==> config.mk <==
export PLATFORM = sky130hd
export DESIGN_NAME = io_wait_gen
export DESIGN_NICKNAME = d
export VERILOG_FILES = /design/src/rtl/iowg_pkg.sv /design/src/rtl/iowg_access_gate.sv /design/src/rtl/iowg_wait_chain.sv /design/src/rtl/io_wait_gen.sv
export SDC_FILE = /design/constraint.sdc
export NUM_CORES = 1
export LEC_CHECK = 0
export CAP_MARGIN = 10
export CORE_AREA = 2 2 39 41
export CTS_CLUSTER_SIZE = 28
export DETAILED_ROUTE_END_ITERATION = 8
export DIE_AREA = 0 0 41 43
export PLACE_DENSITY_LB_ADDON = 0.08
export SKIP_CTS_REPAIR_TIMING = 1
export SLEW_MARGIN = 20
export SYNTH_ARGS = -nofsm -noshare
export SYNTH_HDL_FRONTEND = slang
export SYNTH_SLANG_ARGS = --single-unit
==> constraint.sdc <==
create_clock -name clk -period 1.16 [get_ports clk]
set_clock_uncertainty 0.15 [all_clocks]
set_input_delay 0.174 -clock clk [delete_from_list [all_inputs] [get_ports clk]]
set_output_delay 0.174 -clock clk [all_outputs]
set_load 0.05 [all_outputs]
==> src/rtl/iowg_pkg.sv <==
package iowg_pkg;

    typedef struct packed {
        logic ale;
        logic io_cycle;
        logic port_sel;
        logic rd_act;
        logic wr_act;
    } bus_sample_t;

    typedef enum logic [1:0] {
        ACT_IDLE  = 2'd0,
        ACT_CLEAR = 2'd1,
        ACT_START = 2'd2
    } wait_act_e;

    function automatic logic hits_target(input bus_sample_t s);
        return s.io_cycle && s.port_sel && (s.rd_act || s.wr_act);
    endfunction

endpackage

==> src/rtl/iowg_access_gate.sv <==
module iowg_access_gate
    import iowg_pkg::*;
(
    input  logic        clk,
    input  bus_sample_t bus,
    output wait_act_e   act
);

    // Set once a sequence has started; cleared only by the bus-cycle start.
    logic served;

    always_comb begin
        if (bus.ale) begin
            act = ACT_CLEAR;
        end else if (hits_target(bus) && !served) begin
            act = ACT_START;
        end else begin
            act = ACT_IDLE;
        end
    end

    always_ff @(posedge clk) begin
        if (act == ACT_CLEAR) begin
            served <= 1'b0;
        end else if (act == ACT_START) begin
            served <= 1'b1;
        end
    end

endmodule

==> src/rtl/iowg_wait_chain.sv <==
module iowg_wait_chain
    import iowg_pkg::*;
#(
    parameter int WAIT_STATES = 2
) (
    input  logic      clk,
    input  wait_act_e act,
    output logic      ready
);

    localparam int TAIL_LEN = WAIT_STATES - 1;

    logic start;
    logic tail_busy;

    assign start = (act == ACT_START);

    generate
        if (TAIL_LEN > 0) begin : g_tail
            logic [TAIL_LEN-1:0] tail;
            logic [TAIL_LEN-1:0] tail_next;

            always_comb begin
                tail_next[0] = start;
                for (int i = 1; i < TAIL_LEN; i++) begin
                    tail_next[i] = tail[i-1];
                end
            end

            always_ff @(posedge clk) begin
                if (act == ACT_CLEAR) begin
                    tail <= '0;
                end else begin
                    tail <= tail_next;
                end
            end

            assign tail_busy = |tail;
        end else begin : g_no_tail
            assign tail_busy = 1'b0;
        end
    endgenerate

    // Output register: READY never comes from combinational logic.
    always_ff @(posedge clk) begin
        if (act == ACT_CLEAR) begin
            ready <= 1'b1;
        end else begin
            ready <= !(start || tail_busy);
        end
    end

endmodule

==> src/rtl/io_wait_gen.sv <==
module io_wait_gen
    import iowg_pkg::*;
#(
    parameter int WAIT_STATES = 2
) (
    input  logic clk,
    input  logic ale,
    input  logic io_cycle,
    input  logic port_sel,
    input  logic rd_n,
    input  logic wr_n,
    output logic ready
);

    bus_sample_t bus;
    wait_act_e   act;

    always_comb begin
        bus.ale      = ale;
        bus.io_cycle = io_cycle;
        bus.port_sel = port_sel;
        bus.rd_act   = !rd_n;
        bus.wr_act   = !wr_n;
    end

    iowg_access_gate gate_i (
        .clk (clk),
        .bus (bus),
        .act (act)
    );

    iowg_wait_chain #(
        .WAIT_STATES (WAIT_STATES)
    ) chain_i (
        .clk   (clk),
        .act   (act),
        .ready (ready)
    );

endmodule

Yosys cells after proc, flatten, opt, wreduce, memory -nomap -nowiden. Index checks and enable logic that the tools add are counted.

Register bits after elaboration: 3. Latch bits: 0. Memory bits (writable): 0. Memory bits (read-only): 0. Input bits: 6. Output and inout port bits: 1. Logic and storage cells: 16. Memories: 0.

Add/subtract/negate cells: 0. Multiply operators: 0. Divide/modulo/power cells: 0. $lt $le $gt $ge: 0. Eq/ne operators: 2. Shift operators: 0. Muxes and demuxes: 2. Bitwise logic cells: 0. Reduce and logical (&&, ||, !) cells: 9.

Operators with widths (number): $logic_not 1->1 (4); $mux 2 (2); $logic_and 1x1->1 (3); $eq 2x1->1 const B (1); $eq 2x2->1 const B (1); $logic_or 1x1->1 (2).

Depth between registers and ports, before layout.
Depth in word-level cells: 9. Depth in mapped cells: 3. Mapped depth without buffers: 3.

By module. A second synthesis with hierarchy kept.

Cells, all modules: 14. Area, all modules: 132.6 um^2.

Modules (own cells, without submodules): iowg_access_gate (instances 1, cells an instance 6, area an instance 62.6 um^2, sequential area each 20.0 um^2); iowg_wait_chain (instances 1, cells an instance 6, area an instance 62.6 um^2, sequential area each 40.0 um^2); io_wait_gen (instances 1, cells an instance 2, area an instance 7.5 um^2, sequential area each 0.0 um^2).

Least setup slack after synthesis. Ideal clock, no wire load.

Path kind: reg2out. Start point: reg chain_i.ready. End point: out ready. Arrival time: 0.587 ns. Setup slack: 0.249 ns. Cell stages (with the launch flop): 1. Path through: dfxtp_1.

RTL lines: start, declared (line iowg_wait_chain.sv:8) `output logic ready`; start signal, assigned (line iowg_wait_chain.sv:49) `ready <= !(start || tail_busy);`; end, declared (line io_wait_gen.sv:12) `output logic ready`.

No word-level cell between the ends.

Final worst setup path.
Start point: reg chain_i.ready. End point: out ready.

No word-level cell between the ends.

==> run metrics <==
status complete, no violations; WP data required 0.84 ns; reg2reg path depth 3; DRT Wirelength 218 um; Final min period 1.05 ns; Post-Layout Cell Count 37; sequential share of the synthesized area 59.3%; TritonCTS clock tree done; num rows 14; cts bufs inserted 3; Setup TNS 0 ns; post-synth net total 16; Avg Synthesized Cell Area 10.1 um^2; Mapped Cells 10; Buffers on Ports 6; crit-path max FO 1; CP Cell Sequence buf_12; critical path endpoint category primary output; crit path kind reg -> out; Critical path buffers and inverters 1; Initial Utilization 7.32%; largest net degree at the start of global routing 3; pins over their slew limit 0; IO Pins 7; global-route wire length before repair 414 um; vias per inst 3.00; Critical Path Source Type flip-flop; Root Driver clkbuf_4; CTS clk-pin slew, worst paths 0.04 ns; Tcrit/Tclk final 90.1%; warnings from Yosys 0; VDD IR max 631 uV; Worst-Margin Slew 0.132 ns; aggregate global routing overflow 0; final core utilization 16.3%; Final ANT Viol Nets 0; #FFs+latches synth 3; worst rel slew slack 91.2%; mapped cell area 101 um^2; Core ar. 1380 um^2; Tot GR Track Use 4.60%; clk_lat worst skew 0.23 ns; Inst Count DP 33; Final Hold Fails 0; cell depth of the worst setup path 1; number of unique standard cell types used by synthesis 7; DRT Pass-1 Iters 1; total power 0.344 mW; die height 43 um; die area 1760 um^2; CP arrival 0.72 ns; pwr/cell area 1530 nW/um^2; Layout area overhead 122%; share of cells above drive strength 1 33.3%; total number of vias 111; ant diodes 0; max-cap violation count 0; fmax 0.957 GHz; Worst path slowest cell dfxtp_1; DRT iter0 DRCs 0; setup violators final 0; Max clock buf depth 2; vias in the first global route 106; HP Class reg -> reg; fin nets 28; Final GP Congestion 0.527; hold slack 0.264 ns; Remaining DRCs 0; leakage power 0.0931 nW; worst hold path depth 1; Clock Sinks 3; CP top delay family flip-flops; WL/cell 5.89 um; die width 41 um; Worst path max stage delay 0.34 ns; initial antenna violation count 0; RSZ-0062 raised after global routing no; # H-tree levels 1
==> cell usage after synthesis <==
cell     n  share of area (%)
a21oi_2  1                8.6
a31oi_1  1                6.2
and4_4   1                 11
dfxtp_1  3                 59
inv_1    1                3.7
nand2_1  1                3.7
nor2_1   2                7.4
==> final cells by class <==
cell class / instances / area (um^2)
fillers: 151 / 1160
repair buffers: 7 / 77.6
flip-flops and latches: 3 / 60.1
multi-input cells: 6 / 37.5
clock buffers: 4 / 26.3
well taps: 16 / 20.0
inverters: 1 / 3.75
==> registers in the layout, summed over array words and instances (netlist names) <==
name                 flops
chain_i.g_tail.tail      1
chain_i.ready            1
gate_i.served            1
==> cells in the final DEF, fill, tap and decap left out <==
cell / n
a21oi_2: 1
a31oi_1: 1
and4_4: 1
buf_12: 1
buf_4: 1
clkbuf_1: 1
clkbuf_4: 3
clkdlybuf4s50_1: 5
dfxtp_1: 3
inv_1: 1
nand2_1: 1
nor2_1: 2
==> routing by layer <==
metal	share of wire [%]	routed length, um	up-vias	track usage, %
li1	-	-	57	-
met5	0	0	-	0
met4	0	0	0	4.00
met1	37	80	42	3.80
met3	22	47	0	7.85
met2	41	90	12	4.06
==> metrics by stage <==
stage / area (um^2) / worst slack, ns
6_report: 225 / 0.115
3_5_place_dp: 199 / -0.0635
4_1_cts: 225 / 0.106
2_1_floorplan: 101 / 0.249
5_1_grt: 225 / 0.0915
3_3_place_gp: 199 / -0.0600
==> final timing paths <==
path | start | slack (ns) | end
min | chain_i.g_tail.tail | 0.26 | chain_i.ready
max | chain_i.ready | 0.11 | ready
min reg2reg | chain_i.g_tail.tail | 0.26 | chain_i.ready
max reg2reg | gate_i.served | 0.24 | chain_i.ready
==> power by group <==
| group | internal [mW] | leakage [nW] | switching, mW |
|---|---|---|---|
| logic | 0.0293 | 0.0534 | 0.0160 |
| registers | 0.109 | 0.0247 | 0.00320 |
| clock network | 0.129 | 0.0150 | 0.0566 |
==> cells by family after synthesis <==
kind of cell	synth area share [%]
DFF	59.3
AOI/OAI and AO/OA	14.8
buffers and inverters	3.70
and+or+nand+nor	22.2
No activity file was read; power rests on OpenSTA's default activity.
